<file path="src/rtl/wcb_pkg.sv">
// Package: shared types and defaults for the write-combining buffer.
// Assumes nothing beyond IEEE 1800-2017 elaboration.
package wcb_pkg;

    // Flush timer policy selection
    typedef enum logic {
        TMO_IDLE = 1'b0,   // restart on every accepted word
        TMO_AGE  = 1'b1    // start on first word, ignore later ones
    } tmo_mode_e;

    localparam int DEF_DATA_W     = 32;
    localparam int DEF_ADDR_W     = 16;
    localparam int DEF_DEPTH      = 16;
    localparam int DEF_IDLE_LIMIT = 16;
    localparam int DEF_AGE_LIMIT  = 128;

    // Larger of two integers, used to size shared counters
    function automatic int imax(input int a, input int b);
        return (a > b) ? a : b;
    endfunction

endpackage

</file>
<file path="src/rtl/wcb_store.sv">
// Module: wcb_store
// Circular word queue with a fill count. One push and one pop per cycle,
// both allowed together. Assumes the caller never pushes when full nor
// pops when empty; head data is read combinationally.
module wcb_store #(
    parameter int DATA_W = 32,
    parameter int DEPTH  = 16,
    localparam int PW    = (DEPTH > 1) ? $clog2(DEPTH) : 1,
    localparam int CW    = $clog2(DEPTH + 1)
) (
    input  logic              clk,
    input  logic              rst_n,
    input  logic              push,
    input  logic [DATA_W-1:0] push_data,
    input  logic              pop,
    output logic [DATA_W-1:0] head_data,
    output logic [CW-1:0]     fill,
    output logic              full
);

    localparam logic [PW-1:0] LAST_IDX = PW'(DEPTH - 1);

    logic [DATA_W-1:0] mem [DEPTH];
    logic [PW-1:0]     wptr;
    logic [PW-1:0]     rptr;
    logic [PW-1:0]     wptr_nxt;
    logic [PW-1:0]     rptr_nxt;

    // Pointer advance: plain wrap for power-of-two depth, compare otherwise
    generate
        if ((DEPTH & (DEPTH - 1)) == 0) begin : g_pow2
            assign wptr_nxt = wptr + 1'b1;
            assign rptr_nxt = rptr + 1'b1;
        end else begin : g_npow2
            assign wptr_nxt = (wptr == LAST_IDX) ? '0 : wptr + 1'b1;
            assign rptr_nxt = (rptr == LAST_IDX) ? '0 : rptr + 1'b1;
        end
    endgenerate

    // Storage write: capture the pushed word at the write pointer
    always_ff @(posedge clk) begin
        if (push) begin
            mem[wptr] <= push_data;
        end
    end

    // Pointer and fill bookkeeping
    always_ff @(posedge clk) begin
        if (!rst_n) begin
            wptr <= '0;
            rptr <= '0;
            fill <= '0;
        end else begin
            if (push) wptr <= wptr_nxt;
            if (pop)  rptr <= rptr_nxt;
            case ({push, pop})
                2'b10:   fill <= fill + 1'b1;
                2'b01:   fill <= fill - 1'b1;
                default: fill <= fill;
            endcase
        end
    end

    // Head word and full flag for the surrounding logic
    assign head_data = mem[rptr];
    assign full      = (fill == CW'(DEPTH));

endmodule

</file>
<file path="src/rtl/wcb_flush_timer.sv">
// Module: wcb_flush_timer
// Staleness timer. Idle policy re-arms on every push; age policy arms only
// on the first push after disarm. The trip output stays high once reached
// until clear. Assumes clear is held during a drain so the timer restarts
// from a disarmed state once the buffer empties.
module wcb_flush_timer
    import wcb_pkg::*;
#(
    parameter int IDLE_LIMIT = 16,
    parameter int AGE_LIMIT  = 128,
    localparam int TW        = $clog2(imax(IDLE_LIMIT, AGE_LIMIT) + 1)
) (
    input  logic      clk,
    input  logic      rst_n,
    input  tmo_mode_e mode,
    input  logic      push,
    input  logic      clear,
    output logic      trip
);

    localparam logic [TW-1:0] IDLE_L = TW'(IDLE_LIMIT);
    localparam logic [TW-1:0] AGE_L  = TW'(AGE_LIMIT);

    logic          armed;
    logic [TW-1:0] tmr;
    logic [TW-1:0] limit;
    logic          rearm;

    // Limit and re-arm decision for the selected policy
    always_comb begin
        limit = (mode == TMO_AGE) ? AGE_L : IDLE_L;
        rearm = push && ((mode == TMO_IDLE) || !armed);
    end

    // Counter: clear, re-arm, or count up to the limit and hold there
    always_ff @(posedge clk) begin
        if (!rst_n) begin
            armed <= 1'b0;
            tmr   <= '0;
        end else if (clear) begin
            armed <= 1'b0;
            tmr   <= '0;
        end else if (rearm) begin
            armed <= 1'b1;
            tmr   <= '0;
        end else if (armed && (tmr != limit)) begin
            tmr   <= tmr + 1'b1;
        end
    end

    // Expiry flag
    assign trip = armed && (tmr == limit);

endmodule

</file>
<file path="src/rtl/wcb_drain_ctl.sv">
// Module: wcb_drain_ctl
// Burst sequencer. Starts a drain when words are held and either the count
// reaches the high-water level or the timer has tripped. Keeps draining
// until the last held word is popped with no new word arriving. Owns the
// output word address, which increments per accepted word.
module wcb_drain_ctl #(
    parameter int DEPTH  = 16,
    parameter int ADDR_W = 16,
    localparam int CW    = $clog2(DEPTH + 1)
) (
    input  logic              clk,
    input  logic              rst_n,
    input  logic [CW-1:0]     fill,
    input  logic [CW-1:0]     hiwater,
    input  logic              trip,
    input  logic              push,
    input  logic              pop,
    output logic              draining,
    output logic [ADDR_W-1:0] addr
);

    logic start_req;
    logic last_out;

    // Start and end conditions of a burst
    always_comb begin
        start_req = (fill != '0) && ((fill >= hiwater) || trip);
        last_out  = pop && (fill == CW'(1)) && !push;
    end

    // Burst state: idle until a start request, busy until emptied
    always_ff @(posedge clk) begin
        if (!rst_n) begin
            draining <= 1'b0;
        end else if (!draining) begin
            draining <= start_req;
        end else if (last_out) begin
            draining <= 1'b0;
        end
    end

    // Output word address: advances once per accepted burst word
    always_ff @(posedge clk) begin
        if (!rst_n) begin
            addr <= '0;
        end else if (pop) begin
            addr <= addr + 1'b1;
        end
    end

endmodule

</file>
<file path="src/rtl/write_combine_buffer.sv">
// Module: write_combine_buffer (top)
// Collects producer words and releases them to memory as bursts started by
// a fill threshold or a staleness timer. Configuration is captured only
// while the buffer is empty and frozen while words are held. Assumes the
// producer holds in_valid/in_data until in_ready, and the memory side holds
// out_ready as its own decision (no combinational path back required).
module write_combine_buffer
    import wcb_pkg::*;
#(
    parameter int DATA_W     = DEF_DATA_W,
    parameter int ADDR_W     = DEF_ADDR_W,
    parameter int DEPTH      = DEF_DEPTH,
    parameter int IDLE_LIMIT = DEF_IDLE_LIMIT,
    parameter int AGE_LIMIT  = DEF_AGE_LIMIT,
    localparam int CW        = $clog2(DEPTH + 1)
) (
    input  logic              clk,
    input  logic              rst_n,
    input  logic              in_valid,
    input  logic [DATA_W-1:0] in_data,
    output logic              in_ready,
    output logic              out_valid,
    input  logic              out_ready,
    output logic [DATA_W-1:0] out_data,
    output logic [ADDR_W-1:0] out_addr,
    output logic              burst_busy,
    input  logic              cfg_age_mode,
    input  logic [CW-1:0]     cfg_hiwater
);

    logic          push;
    logic          pop;
    logic          full;
    logic [CW-1:0] fill;
    logic          trip;
    logic          draining;
    tmo_mode_e     mode_q;
    logic [CW-1:0] hiwater_q;

    // Handshake decode
    always_comb begin
        push = in_valid && !full;
        pop  = draining && out_ready;
    end

    // Configuration capture: follow inputs only while nothing is held
    always_ff @(posedge clk) begin
        if (!rst_n) begin
            mode_q    <= TMO_IDLE;
            hiwater_q <= CW'(DEPTH);
        end else if (fill == '0) begin
            mode_q    <= tmo_mode_e'(cfg_age_mode);
            hiwater_q <= cfg_hiwater;
        end
    end

    wcb_store #(
        .DATA_W (DATA_W),
        .DEPTH  (DEPTH)
    ) store_i (
        .clk       (clk),
        .rst_n     (rst_n),
        .push      (push),
        .push_data (in_data),
        .pop       (pop),
        .head_data (out_data),
        .fill      (fill),
        .full      (full)
    );

    wcb_flush_timer #(
        .IDLE_LIMIT (IDLE_LIMIT),
        .AGE_LIMIT  (AGE_LIMIT)
    ) timer_i (
        .clk   (clk),
        .rst_n (rst_n),
        .mode  (mode_q),
        .push  (push),
        .clear (draining),
        .trip  (trip)
    );

    wcb_drain_ctl #(
        .DEPTH  (DEPTH),
        .ADDR_W (ADDR_W)
    ) drain_i (
        .clk      (clk),
        .rst_n    (rst_n),
        .fill     (fill),
        .hiwater  (hiwater_q),
        .trip     (trip),
        .push     (push),
        .pop      (pop),
        .draining (draining),
        .addr     (out_addr)
    );

    // Output flags
    assign in_ready   = !full;
    assign out_valid  = draining;
    assign burst_busy = draining;

endmodule

</file>
<file path="config.mk">
export PLATFORM = sky130hd
export DESIGN_NAME = write_combine_buffer
export DESIGN_NICKNAME = d
export VERILOG_FILES = /design/src/rtl/wcb_pkg.sv /design/src/rtl/wcb_store.sv /design/src/rtl/wcb_flush_timer.sv /design/src/rtl/wcb_drain_ctl.sv /design/src/rtl/write_combine_buffer.sv
export SDC_FILE = /design/constraint.sdc
export NUM_CORES = 1
export LEC_CHECK = 0
export ABC_CLOCK_PERIOD_IN_PS = 5500
export BUFFER_PORTS_ARGS = -buffer_cell sky130_fd_sc_hd__buf_2
export CAP_MARGIN = 0
export CORE_MARGIN = 2
export CORE_UTILIZATION = 55
export CTS_BUF_LIST = sky130_fd_sc_hd__clkbuf_16
export DETAILED_ROUTE_END_ITERATION = 7
export HOLD_SLACK_MARGIN = 0.08
export PLACE_DENSITY = 0.77
export RECOVER_POWER = 25
export SYNTH_ARGS = -nofsm -noshare
export SYNTH_HDL_FRONTEND = slang
export SYNTH_SLANG_ARGS = --single-unit
</file>
<file path="constraint.sdc">
create_clock -name clk -period 5.5 [get_ports clk]
set_clock_uncertainty 0.2 [all_clocks]
set_input_delay 0.55 -clock clk [delete_from_list [all_inputs] [get_ports clk]]
set_output_delay 0.55 -clock clk [all_outputs]
set_load 0.01 [all_outputs]
</file>
### After elaboration in Yosys (flattened, before gate mapping)

Memory sizes are Yosys's and may differ from the RTL's. A register that Yosys moved wholly into a read port is not among the register bits.
Index checks and enable logic that the tools add are counted.

| cells by class | value |
|---|---|
| multiplexer cells | 8 |
| add/subtract/negate cells | 6 |
| bitwise logic cells | 2 |
| equality and inequality tests | 6 |
| reductions and logical operators | 18 |
| magnitude comparators | 1 |

Operator list:

| cell | number |
|---|---|
| 16-bit by 1-bit adder with 16-bit output (second input constant) | 1 |
| 5-bit one-hot mux with 2 select lines | 1 |
| 4-bit by 1-bit adder with 4-bit output (second input constant) | 2 |
| 8-bit by 1-bit adder with 8-bit output (second input constant) | 1 |
| 8-bit == test | 1 |
| 1-bit logical AND | 8 |
| 4-bit 2-to-1 mux | 2 |
| 8-bit 2-to-1 mux | 1 |
| 8-bit != test | 1 |
| 5-bit by 1-bit adder with 5-bit output (second input constant) | 1 |
| 5-bit by 1-bit == test with 1-bit output (second input constant) | 1 |
| 5-bit == test (second input constant) | 1 |
| 5-bit greater-or-equal comparator | 1 |
| 5-bit zero test | 1 |
| 5-bit nonzero test | 1 |
| 5-bit by 1-bit subtractor with 5-bit output (second input constant) | 1 |
| 1-bit 2-to-1 mux | 4 |
| 1-bit zero test | 3 |
| 3-bit OR reduction | 1 |
| 2-bit by 1-bit == test with 1-bit output (second input constant) | 1 |
| 2-bit == test (second input constant) | 1 |
| 1-bit logical OR | 2 |
| 1-bit NOT | 2 |
| 2-bit nonzero test | 1 |
| 2-bit OR reduction | 1 |

| storage, ports and cells | value |
|---|---|
| memory bits (writable) | 512 |
| logic and storage cells | 51 |
| output and inout port bits | 51 |
| bits in registers | 45 |
| memories | 1 |

Memories:

| name | depth | bits a word | rd ports | clocked after Yosys merged registers in | write ports | RTL line | RTL |
|---|---|---|---|---|---|---|---|
| store_i.mem | 16 | 32 | 1 | 1 | 1 | wcb_store.sv:23 | `logic [DATA_W-1:0] mem [DEPTH];` |

### Longest topological paths before layout

Gate-level depths: netlist of run 1.

| depth | value |
|---|---|
| word-level depth | 7 |
| depth in mapped cells | 12 |

### Cells and area by module

From an unflattened synthesis of run 1, not the netlist that was laid out.

| unflattened totals | value |
|---|---|
| cells, all modules | 1081 |
| area total of the unflattened synthesis | 21725.8 µm² |

Modules (own cells, without submodules):

| module | cells each | area each (µm²) | sequential area each (µm²) | times used |
|---|---|---|---|---|
| wcb_store | 891 | 20093.0 | 15715.1 | 1 |
| wcb_drain_ctl | 107 | 909.6 | 340.3 | 1 |
| wcb_flush_timer | 52 | 447.9 | 180.2 | 1 |
| write_combine_buffer | 31 | 275.3 | 120.1 | 1 |

### Worst setup path before layout of run 1

No wires, ideal clock.

| timing | value |
|---|---|
| path type | register to register |
| start point | register store_i.fill[0] |
| end point | memory store_i.mem[0][0] (enable) |
| data arrival time | 3737 ps |
| clock period less this slack | 4398 ps |
| required time | 4839 ps |
| stages on the path, launching flop included | 9 |
| setup time | 461 ps |
| setup slack | 1102 ps |
| cell sequence | dfxtp_1 > inv_1 > ha_1 > buf_2 > nand4bb_1 > and2_1 > clkbuf_1 > nand2_1 > nor3_1 |

| between the ends | value |
|---|---|
| cells in the longest elaborated chain, start to end | 5 |

RTL lines:

| element | RTL line | RTL |
|---|---|---|
| start, declared | wcb_store.sv:17 | `output logic [CW-1:0] fill,` |
| start signal, assigned | wcb_store.sv:57 | `2'b10: fill <= fill + 1'b1;` |
| start signal, assigned | wcb_store.sv:58 | `2'b01: fill <= fill - 1'b1;` |
| start signal, assigned | wcb_store.sv:59 | `default: fill <= fill;` |
| 5-bit == test | wcb_store.sv:66 | `assign full = (fill == CW'(DEPTH));` |
| 1-bit zero test | - |  |
| named net in_ready | write_combine_buffer.sv:21 | `output logic in_ready,` |
| 1-bit logical AND | write_combine_buffer.sv:42 | `push = in_valid && !full;` |
| 1-bit 2-to-1 mux | wcb_store.sv:42 | `if (push) begin` |
| 1-bit 2-to-1 mux (implied by the code) | wcb_store.sv:43 | `mem[wptr] <= push_data;` |
| end, declared | wcb_store.sv:23 |  |

The timed path passes the listed nets, and every way through them passes these cells.

==> metrics.yaml, run 1 <==
status:
  status: "finished, final reports clean"
detailed_routing:
  via_count: 10800
  dr_wl_met3_mm: 3.56
  drc_viols: 0
  drt.antenna.violating_nets: 0
  vias_per_cell: 6.19
  postRouteWirelength_mm: 45.7
  highest-signal-layer: "met5"
  first_pass_iters: 8
  wire_per_inst_um: 26.1
  drt-initial-drc-count: 1044
  wl_met2_mm: 22.7
  wl_met1_mm: 18.5
yosys:
  synth.top_cells.by_area: "sky130_fd_sc_hd__edfxtp_1 (72%), sky130_fd_sc_hd__mux4_2 (13%), sky130_fd_sc_hd__dfxtp_1 (4.6%)"
  yosys.area.top_type_share: 0.716
  netlist_area_um2: 21500
  synth_cells: 1064
  synth_enable_flop_cells: 512
  synth.yosys.seq_area_share: 0.762
  synthesis.area_per_instance_um2: 20.2
  synthesis.nets: 1124
  async_reset_ff_frac: 0
  ys_types: 42
  most_frequent_cell_after_synthesis: "sky130_fd_sc_hd__edfxtp_1"
  synth_warnings: 0
  synth_seq_cells: 561
  synth_top_cells_by_count: "sky130_fd_sc_hd__edfxtp_1 (512), sky130_fd_sc_hd__mux4_2 (128), sky130_fd_sc_hd__a22oi_1 (64), sky130_fd_sc_hd__nand2_1 (60), sky130_fd_sc_hd__dfxtp_1 (49)"
  synth_top_area_cell: "sky130_fd_sc_hd__edfxtp_1"
  ys.flop_type: "sky130_fd_sc_hd__edfxtp_1"
die:
  floorplan.initialDensity: 0.557
  die_w_um: 202
  die-height_um: 202
  fp.coreArea_um2: 38600
  core_rows: 72
  ios: 93
  dieArea_um2: 40600
worst_setup_path:
  regToRegStartpoint: "store_i.fill[0]"
  crit_path_end_kind: "output pin"
  startpoint_type: "flop"
  data_required_time_of_the_critical_path_ns: 4.75
  reg2reg_depth: 7
  timing_worst_setup_path_type: "flop to output pin"
  reg2reg_slack_ns: 2.05
  worst_ep_arrival_time_ns: 3.08
  critical_path.max_fanout: 52
timing:
  unrepaired_setup_endpoints_after_global_routing: "no"
  maxSlewHeadroom: 0.306
  timing_worst_slew_pin_value_ns: 1.03
  final-hold-violation-count: 0
  setup-violations-final: 0
  period_minus_slack_ns: 3.83
  post_route_clock_period_utilization: 0.696
  max_freq_mhz: 261
  drv_slew: 0
  totalNegativeSetupSlack_ns: 0
final_layout:
  nNetsFinal: 1249
  final.fill_count: 2601
  area_growth_pct: 14.1
  final_layout_size_suffix_gt1_frac: 0.265
  finalNonFillerCells: 1748
  antennaDiodeCount: 0
global_routing:
  grt_antenna_before_repair: 2
  number_of_global_route_vias_before_repair: 11200
  grt_max_degree: 53
  grt.overflow.total: 0
  grt_usage: 0.230
  grt_pass1_wl_mm: 69.4
clock_tree:
  postCtsSetupRepairBufs: 0
  clkSlewWorstSetupHoldPaths_ns: 0.06
  insertion_delay_ns: 0.59
  cts-buffers-inserted: 54
  clock_sink_total: 561
  clock_tree.buffer_depth: 3
  cts_root_buffer_type: "sky130_fd_sc_hd__clkbuf_16"
  cts_htree_levels: 2
  cts_repair_resize_count: 0
  cts_tree: "yes"
hold_path:
  worstHoldStart: "in_valid"
  min_path_cells: 4
  hold_path_class: "primary input to flop"
power:
  power-per-cell-area_nw_per_um2: 358
  vdd_ir_drop_max_v: 0.000279
  power.static_leakage_nw: 7.88
placed_design:
  placedCellCount: 1644
  place_hpwl_mm: 24.3
  place.port_buffers: 92
  weighted_congestion_at_the_end_of_routability_driven_global_placement: 0.745
job:
  cap_violations: 0
-- cell usage in the layout, fill, tap and decap left out, types with 27 or more instances in the layout --
cell type,instances
sky130_fd_sc_hd__a22oi_1,64
sky130_fd_sc_hd__buf_2,71
sky130_fd_sc_hd__clkbuf_16,55
sky130_fd_sc_hd__dfxtp_1,47
sky130_fd_sc_hd__edfxtp_1,512
sky130_fd_sc_hd__inv_1,27
sky130_fd_sc_hd__mux4_2,128
sky130_fd_sc_hd__nand2_1,60
sky130_fd_sc_hd__nor2_1,29
-- layout make-up --
class / count / area (um2) / area share
Clock buffer: 55 / 1380 / 0.0562
Clock inverter: 42 / 384 / 0.0157
Inverter: 15 / 56.3 / 0.00230
Multi-Input combinational cell: 434 / 4960 / 0.202
Sequential cell: 561 / 16400 / 0.668
Tap cell: 518 / 648 / 0.0265
Timing Repair Buffer: 123 / 709 / 0.0290
-- worst paths after layout --
kind                                      endpoint
worst max register to register  store_i.mem[6][31]
worst min register to register        hiwater_q[3]
worst min-delay path               store_i.wptr[3]
worst max-delay path                   out_data[0]
-- repair_timing --
item / CTS / global route
hold buffers: 7 / 0
setup endpoints to repair: 0 / 0
hold endpoints to repair: 7 / 0
-- kinds of logic (layout without fill, tap and decap cells) --
family	count (synthesis)	count (layout)	share of synthesized area
adders and majority gates	18	18	0.0105
muxes	129	129	0.135
xor gates and xnor gates	27	27	0.0110
DFF	561	561	0.762
buffers and inverters	69	235	0.0135
AOI/OAI and AO/OA	97	97	0.0317
and+or+nand+nor	163	163	0.0368
-- critical path, cell delays in order (launching register included) --
cell and delay (ns):
sky130_fd_sc_hd__dfxtp_4 0.84, sky130_fd_sc_hd__buf_4 0.50, sky130_fd_sc_hd__mux4_2 0.39, sky130_fd_sc_hd__a22oi_1 0.26
sky130_fd_sc_hd__nand2_1 0.21, sky130_fd_sc_hd__buf_2 0.20
-- metal layers --
layer / track usage / vias up
li1: - / 4598
met1: 0.325 / 5635
met2: 0.374 / 520
met3: 0.0475 / 63
met4: 0.0575 / 2
met5: 0 / -
-- per-stage QoR --
stage	hold WS [ns]	worst slack (ns)	area, um2	power [mW]	util
floorplan	0.236	1.10	21500	5.03	-
global placement	0.247	2.16	22700	5.17	0.589
detailed placement	0.250	2.05	22700	5.18	0.589
CTS	0.101	1.64	24500	8.84	0.636
global route	0.148	1.49	24500	9.02	0.635
finish	0.132	1.67	24500	8.78	0.635
-- flip-flops by register name, summed over array words and instances (netlist names), named ones only --
signal / count
drain_i.addr: 16
drain_i.draining: 1
hiwater_q: 5
mode_q: 1
store_i.fill: 5
store_i.mem: 512
store_i.rptr: 4
store_i.wptr: 4
timer_i.armed: 1
timer_i.tmr: 8
-- power by group --
group	leakage, nW	switching, mW	internal [mW]	total, mW
registers	5.02	0.0313	4.71	4.74
logic	1.95	0.215	0.136	0.352
clock network	0.912	1.55	2.14	3.68
Note: power is estimated with default switching activity, not from simulation.
==> run 2, diff against run 1 <==
Settings changed: ABC_CLOCK_PERIOD_IN_PS 5500 to 3910.
Clock period 5.5 ns to 3.91 ns, I/O delays scaled along.
==> metrics.yaml, run 2 (synthesis gave the netlist of run 1 again) <==
status:
  status: "finished, final reports clean"  # unchanged
final_layout:
  layout_common_cells: "sky130_fd_sc_hd__edfxtp_1 (512), sky130_fd_sc_hd__mux4_2 (128), sky130_fd_sc_hd__buf_2 (72), sky130_fd_sc_hd__a22oi_1 (64), sky130_fd_sc_hd__nand2_1 (60)"  # was sky130_fd_sc_hd__edfxtp_1 (512), sky130_fd_sc_hd__mux4_2 (128), sky130_fd_sc_hd__buf_2 (71), sky130_fd_sc_hd__a22oi_1 (64), sky130_fd_sc_hd__nand2_1 (60)
  area_growth_pct: 17.0  # was 14.1%
  antennaDiodeCount: 0  # unchanged
  seq_area_um2: 16400  # unchanged
  layout.core_utilization: 0.652  # was 0.635
  layout.cells.most_common: "sky130_fd_sc_hd__edfxtp_1"  # unchanged
  nNetsFinal: 1292  # was 1,249
  final.fill_count: 2557  # was 2,601
  biggestRegsByFlops: "store_i.mem: 512 flops, drain_i.addr: 16 flops, timer_i.tmr: 8 flops"  # unchanged
  area_taken_by_multi_input_logic_gates_um2: 4980  # was 4960 um2
  largest-register: "store_i.mem"  # unchanged
  final_layout_size_suffix_gt1_frac: 0.269  # was 0.265
  number_of_flip_flops_in_the_largest_register: 512  # unchanged
  final_area_um2: 25100  # was 24,500 um2
detailed_routing:
  drt.antenna.violating_nets: 0  # unchanged
  vias_per_cell: 6.05  # was 6.19
  drc_viols: 0  # unchanged
  postRouteWirelength_mm: 43.8  # was 45.7 mm
  wire_per_inst_um: 24.4  # was 26.1 um
  first_pass_iters: 5  # was 8
  drt-initial-drc-count: 981  # was 1,044
  via_count: 10900  # was 10.8k
clock_tree:
  cts_tree: "yes"  # unchanged
  cts-buffers-inserted: 53  # was 54
  cts_htree_levels: 2  # unchanged
  insertion_delay_ns: 0.59  # about the same
  cts_repair_resize_count: 0  # unchanged
  clkSlewWorstSetupHoldPaths_ns: 0.06  # about the same
  clock_tree.buffer_depth: 3  # unchanged
  cts_root_buffer_type: "sky130_fd_sc_hd__clkbuf_16"  # unchanged
  clock_sink_total: 561  # unchanged
power:
  fraction_of_power_consumed_by_the_clock_network: 0.424  # was 0.420
  vdd_ir_drop_max_v: 0.000367  # was 0.000279 V
  sw_ratio: 0.202  # was 0.204
  p_sw_mw: 2.52  # was 1.79 mW
  power_frac_comb: 0.043  # was 0.040
  report.power.total_mw: 12.5  # was 8.78 mW
  power-per-cell-area_nw_per_um2: 498  # was 358 nW/um2
  seq_power_share: 0.533  # was 0.540
  power.internal_mw: 9.98  # was 6.99 mW
  power.static_leakage_nw: 8.10  # was 7.88 nW
worst_setup_path:
  critical_path.max_fanout: 37  # was 52
  timing_worst_setup_path_type: "flop to output pin"  # unchanged
  worst_ep_arrival_time_ns: 2.74  # was 3.08 ns
  startpoint_type: "flop"  # unchanged
  reg2reg_slack_ns: 0.75  # was 2.05 ns
  crit_path_end_kind: "output pin"  # unchanged
  data_required_time_of_the_critical_path_ns: 3.32  # was 4.75 ns
timing:
  drv_slew: 0  # unchanged
  totalNegativeSetupSlack_ns: 0  # unchanged
  period_minus_slack_ns: 3.34
  unrepaired_setup_endpoints_after_global_routing: "no"  # unchanged
  setup-violations-final: 0  # unchanged
  post_route_clock_period_utilization: 0.853
  max_freq_mhz: 300
  timing_worst_slew_pin_value_ns: 1.01  # was 1.03 ns
  hold_slack_ns: 0.261  # was 0.132 ns
  final-hold-violation-count: 0  # unchanged
  maxSlewHeadroom: 0.325  # was 0.306
global_routing:
  grt_usage: 0.221  # was 0.230
  grt_pass1_wl_mm: 67.3  # was 69.4 mm
  grt_antenna_before_repair: 0  # was 2
  grt.overflow.total: 0  # unchanged
  grt_max_degree: 39  # was 53
  number_of_global_route_vias_before_repair: 11300  # was 11.2k
job:
  cap_violations: 0  # unchanged
placed_design:
  weighted_congestion_at_the_end_of_routability_driven_global_placement: 0.740  # was 0.745
  place_hpwl_mm: 24.5  # was 24.3 mm
  place.port_buffers: 92  # unchanged
  placed_instance_area_um2: 22900  # was 22,700 um2
die:
  dieArea_um2: 40600  # unchanged
  die-height_um: 202  # unchanged
  floorplan.initialDensity: 0.557  # unchanged
  ios: 93  # unchanged
  die_w_um: 202  # unchanged
  core_rows: 72  # unchanged
  fp.coreArea_um2: 38600  # unchanged
hold_path:
  hold_path_class: "flop to flop"  # was primary input to flop
-- run 2: changes by cell type in the layout (fill, tap and decap cells not counted), sizes merged --
cell,change
dlygate4sd3,+34
buf,+11
clkinv,+7
inv,-6
bufinv,+3
clkbuf,-3
-- run 2: per-stage QoR --
stage,cells,worst slack [ns]
global placement,1654,0.872
global route,1794,0.396
floorplan,1064,0.368
CTS,1794,0.516
detailed placement,1654,0.795
finish,1794,0.574
-- run 2: final cells by class --
type                       count  share of cell area
tap                          518              0.0258
clock inverter                46              0.0197
sequential                   561               0.651
inverter                      15             0.00224
timing repair buffer         167              0.0498
clock buffer                  53              0.0528
multi-input combinational    434               0.198
-- run 2: worst max-delay path: stages (launching register included) --
cell and delay, ns:
sky130_fd_sc_hd__dfxtp_4 0.56, sky130_fd_sc_hd__buf_12 0.33, sky130_fd_sc_hd__mux4_2 0.56, sky130_fd_sc_hd__a22oi_1 0.34
sky130_fd_sc_hd__nand2_1 0.16, sky130_fd_sc_hd__buf_2 0.18
-- run 2: metal layers --
layer / GRT usage / wire, um / vias up
met5: 0 / 0 / -
met2: 0.374 / 22500 / 407
met3: 0.0418 / 2920 / 60
met1: 0.304 / 17700 / 5709
li1: - / - / 4683
met4: 0.0507 / 700 / 0
-- run 2: path summary, 6_finish.rpt --
path,start,end,depth (start not counted)
min reg2reg,hiwater_q[3],hiwater_q[3],2
min,hiwater_q[3],hiwater_q[3],2
max reg2reg,store_i.fill[0],store_i.fill[3],10
max,flop,out_data[4],5
-- run 2: power by group through the flow --
stage / logic (mW) / clock network [mW] / registers [mW]
finish: 0.533 / 5.30 / 6.67
global route: 0.587 / 5.62 / 6.67
CTS: 0.544 / 5.38 / 6.66
detailed placement: 0.506 / 0 / 6.79
global placement: 0.491 / 0 / 6.79
floorplan: 0.289 / 0 / 6.78
-- run 2: timing repair --
item,in CTS,in global routing
setup endpoints to repair,0,0
hold buffers,41,0
buffers inserted,0,0
hold endpoints to repair,524,0
==> run 3, diff against run 2 <==
Settings changed: REMOVE_ABC_BUFFERS set to 1.
==> metrics.yaml, run 3 (synthesis gave the netlist of run 1 again) <==
clock_tree:
  clock_sink_total: 561  # unchanged
  cts_repair_resize_count: 0  # unchanged
  postCtsSetupRepairBufs: 0  # unchanged
  cts_htree_levels: 2  # unchanged
  hold_bufs_inserted_after_cts: 41  # unchanged
  insertion_delay_ns: 0.58  # was 0.59 ns
  cts_root_buffer_type: "sky130_fd_sc_hd__clkbuf_16"  # unchanged
  cts-buffers-inserted: 53  # unchanged
  cts_tree: "yes"  # unchanged
  clkSlewWorstSetupHoldPaths_ns: 0.06  # about the same
  clock_tree.buffer_depth: 3  # unchanged
detailed_routing:
  drt-initial-drc-count: 1092  # was 981
  drt.antenna.violating_nets: 0  # unchanged
  via_count: 11000  # was 10.9k
  drc_viols: 0  # unchanged
  wire_per_inst_um: 26.1  # was 24.4 um
  vias_per_cell: 6.11  # was 6.05
  postRouteWirelength_mm: 47.0  # was 43.8 mm
  first_pass_iters: 5  # unchanged
die:
  die-height_um: 202  # unchanged
  die_w_um: 202  # unchanged
  fp.coreArea_um2: 38600  # unchanged
  ios: 93  # unchanged
  core_rows: 72  # unchanged
  dieArea_um2: 40600  # unchanged
  floorplan.initialDensity: 0.557  # unchanged
final_layout:
  final_layout_size_suffix_gt1_frac: 0.272  # was 0.269
  number_of_flip_flops_in_the_largest_register: 512  # unchanged
  finalNonFillerCells: 1798  # was 1,794
  final.fill_count: 2525  # was 2,557
  layout.cells.most_common: "sky130_fd_sc_hd__edfxtp_1"  # unchanged
  area_growth_pct: 17.0  # about the same
  largest-register: "store_i.mem"  # unchanged
  nNetsFinal: 1296  # was 1,292
  layout_common_cells: "sky130_fd_sc_hd__edfxtp_1 (512), sky130_fd_sc_hd__mux4_2 (128), sky130_fd_sc_hd__buf_2 (68), sky130_fd_sc_hd__a22oi_1 (64), sky130_fd_sc_hd__nand2_1 (60)"  # was sky130_fd_sc_hd__edfxtp_1 (512), sky130_fd_sc_hd__mux4_2 (128), sky130_fd_sc_hd__buf_2 (72), sky130_fd_sc_hd__a22oi_1 (64), sky130_fd_sc_hd__nand2_1 (60)
  antennaDiodeCount: 0  # unchanged
  biggestRegsByFlops: "store_i.mem: 512 flops, drain_i.addr: 16 flops, timer_i.tmr: 8 flops"  # unchanged
global_routing:
  busiest_layer: "met2"  # unchanged
  grt_pass1_wl_mm: 70.7  # was 67.3 mm
  grt_util_met2: 0.394  # was 0.374
  grt_max_degree: 52  # was 39
  met1_track_demand_over_resource_in_global_routing: 0.315  # was 0.304
  gr-usage-met3: 0.0507  # was 0.0418
  grt_usage: 0.236  # was 0.221
  grt_antenna_before_repair: 1  # was 0
  grt.overflow.total: 0  # unchanged
  number_of_global_route_vias_before_repair: 11500  # was 11.3k
timing:
  final-hold-violation-count: 0  # unchanged
  post_route_clock_period_utilization: 0.872  # was 0.853
  max_freq_mhz: 293  # was 300 MHz
  period_minus_slack_ns: 3.41  # was 3.34 ns
  timing_worst_slew_pin_value_ns: 0.954  # was 1.01 ns
  maxSlewHeadroom: 0.359  # was 0.325
  totalNegativeSetupSlack_ns: 0  # unchanged
  unrepaired_setup_endpoints_after_global_routing: "no"  # unchanged
  drv_slew: 0  # unchanged
  setup-violations-final: 0  # unchanged
  worst_slack_ns: 0.499  # was 0.574 ns
power:
  power-per-cell-area_nw_per_um2: 498  # about the same
  power.static_leakage_nw: 8.12  # was 8.10 nW
  vdd_ir_drop_max_v: 0.000417  # was 0.000367 V
worst_setup_path:
  startpoint_type: "flop"  # unchanged
  data_required_time_of_the_critical_path_ns: 3.32  # about the same
  crit_path_end_kind: "output pin"  # unchanged
  critical_path.max_fanout: 26  # was 37
  timing_worst_setup_path_type: "flop to output pin"  # unchanged
  worst_ep_arrival_time_ns: 2.82  # was 2.74 ns
hold_path:
  hold_path_class: "flop to flop"  # unchanged
placed_design:
  weighted_congestion_at_the_end_of_routability_driven_global_placement: 0.780  # was 0.740
  place_hpwl_mm: 25.4  # was 24.5 mm
  dpl_worst_slack_ns: 0.847  # was 0.795 ns
  placedCellCount: 1658  # was 1,654
  place.port_buffers: 92  # unchanged
job:
  cap_violations: 0  # unchanged
status:
  status: "finished, final reports clean"  # unchanged
==> run 3: cell count changes in the layout (fill, tap and decap cells not counted), moves of 2 or more <==
cell	change
sky130_fd_sc_hd__clkinv_2	+5
sky130_fd_sc_hd__buf_2	-4
sky130_fd_sc_hd__clkbuf_1	+4
sky130_fd_sc_hd__nor3_2	+4
sky130_fd_sc_hd__nor3_4	-4
sky130_fd_sc_hd__inv_1	-3
sky130_fd_sc_hd__buf_12	+2
sky130_fd_sc_hd__buf_4	+2
sky130_fd_sc_hd__clkinv_1	-2
sky130_fd_sc_hd__clkinv_8	-2
==> run 3: per-layer routing <==
| layer | part of all wire | vias to the layer above |
|---|---|---|
| met5 | 0.00028 | - |
| met3 | 0.078 | 85 |
| met4 | 0.027 | 2 |
| li1 | - | 4701 |
| met1 | 0.39 | 5692 |
| met2 | 0.51 | 511 |
==> run 3: critical path, cell delays in order (launching register included) <==
cell                      delay (ns)
sky130_fd_sc_hd__dfxtp_4        0.65
sky130_fd_sc_hd__buf_12         0.30
sky130_fd_sc_hd__mux4_2         0.56
sky130_fd_sc_hd__a22oi_1        0.43
sky130_fd_sc_hd__nand2_1        0.12
sky130_fd_sc_hd__buf_2          0.16
==> run 3: worst paths after layout <==
path	startpoint	endpoint	slack (ns)	cells past startpoint
setup / recovery	flop	out_data[27]	0.50	5
hold / removal	hiwater_q[3]	hiwater_q[3]	0.25	2
setup reg to reg	store_i.fill[0]	store_i.fill[3]	0.82	10
hold reg to reg	hiwater_q[3]	hiwater_q[3]	0.25	2
==> run 3: power breakdown <==
group / total (mW) / leakage [nW] / internal (mW) / switching (mW)
Clock: 5.29 / 0.906 / 3.08 / 2.22
Sequential: 6.67 / 5.02 / 6.63 / 0.0426
Combinational: 0.547 / 2.19 / 0.225 / 0.322
==> run 3: layout make-up <==
type	instances	area, um2	area share
inverter	15	56.3	0.00224
multi-input combinational	434	4960	0.197
tap	518	648	0.0258
timing repair buffer	171	1300	0.0518
clock inverter	46	464	0.0185
clock buffer	53	1330	0.0528
sequential	561	16400	0.651
==> run 3: metrics by stage <==
step	power, mW	util	cell area, um2	hold slack [ns]
after floorplan	7.08	-	21200	0.236
after global placement	7.29	0.595	22900	0.246
after detailed placement	7.31	0.595	22900	0.250
after CTS	12.6	0.652	25100	0.258
after global routing	12.8	0.651	25100	0.294
final	12.5	0.651	25100	0.255
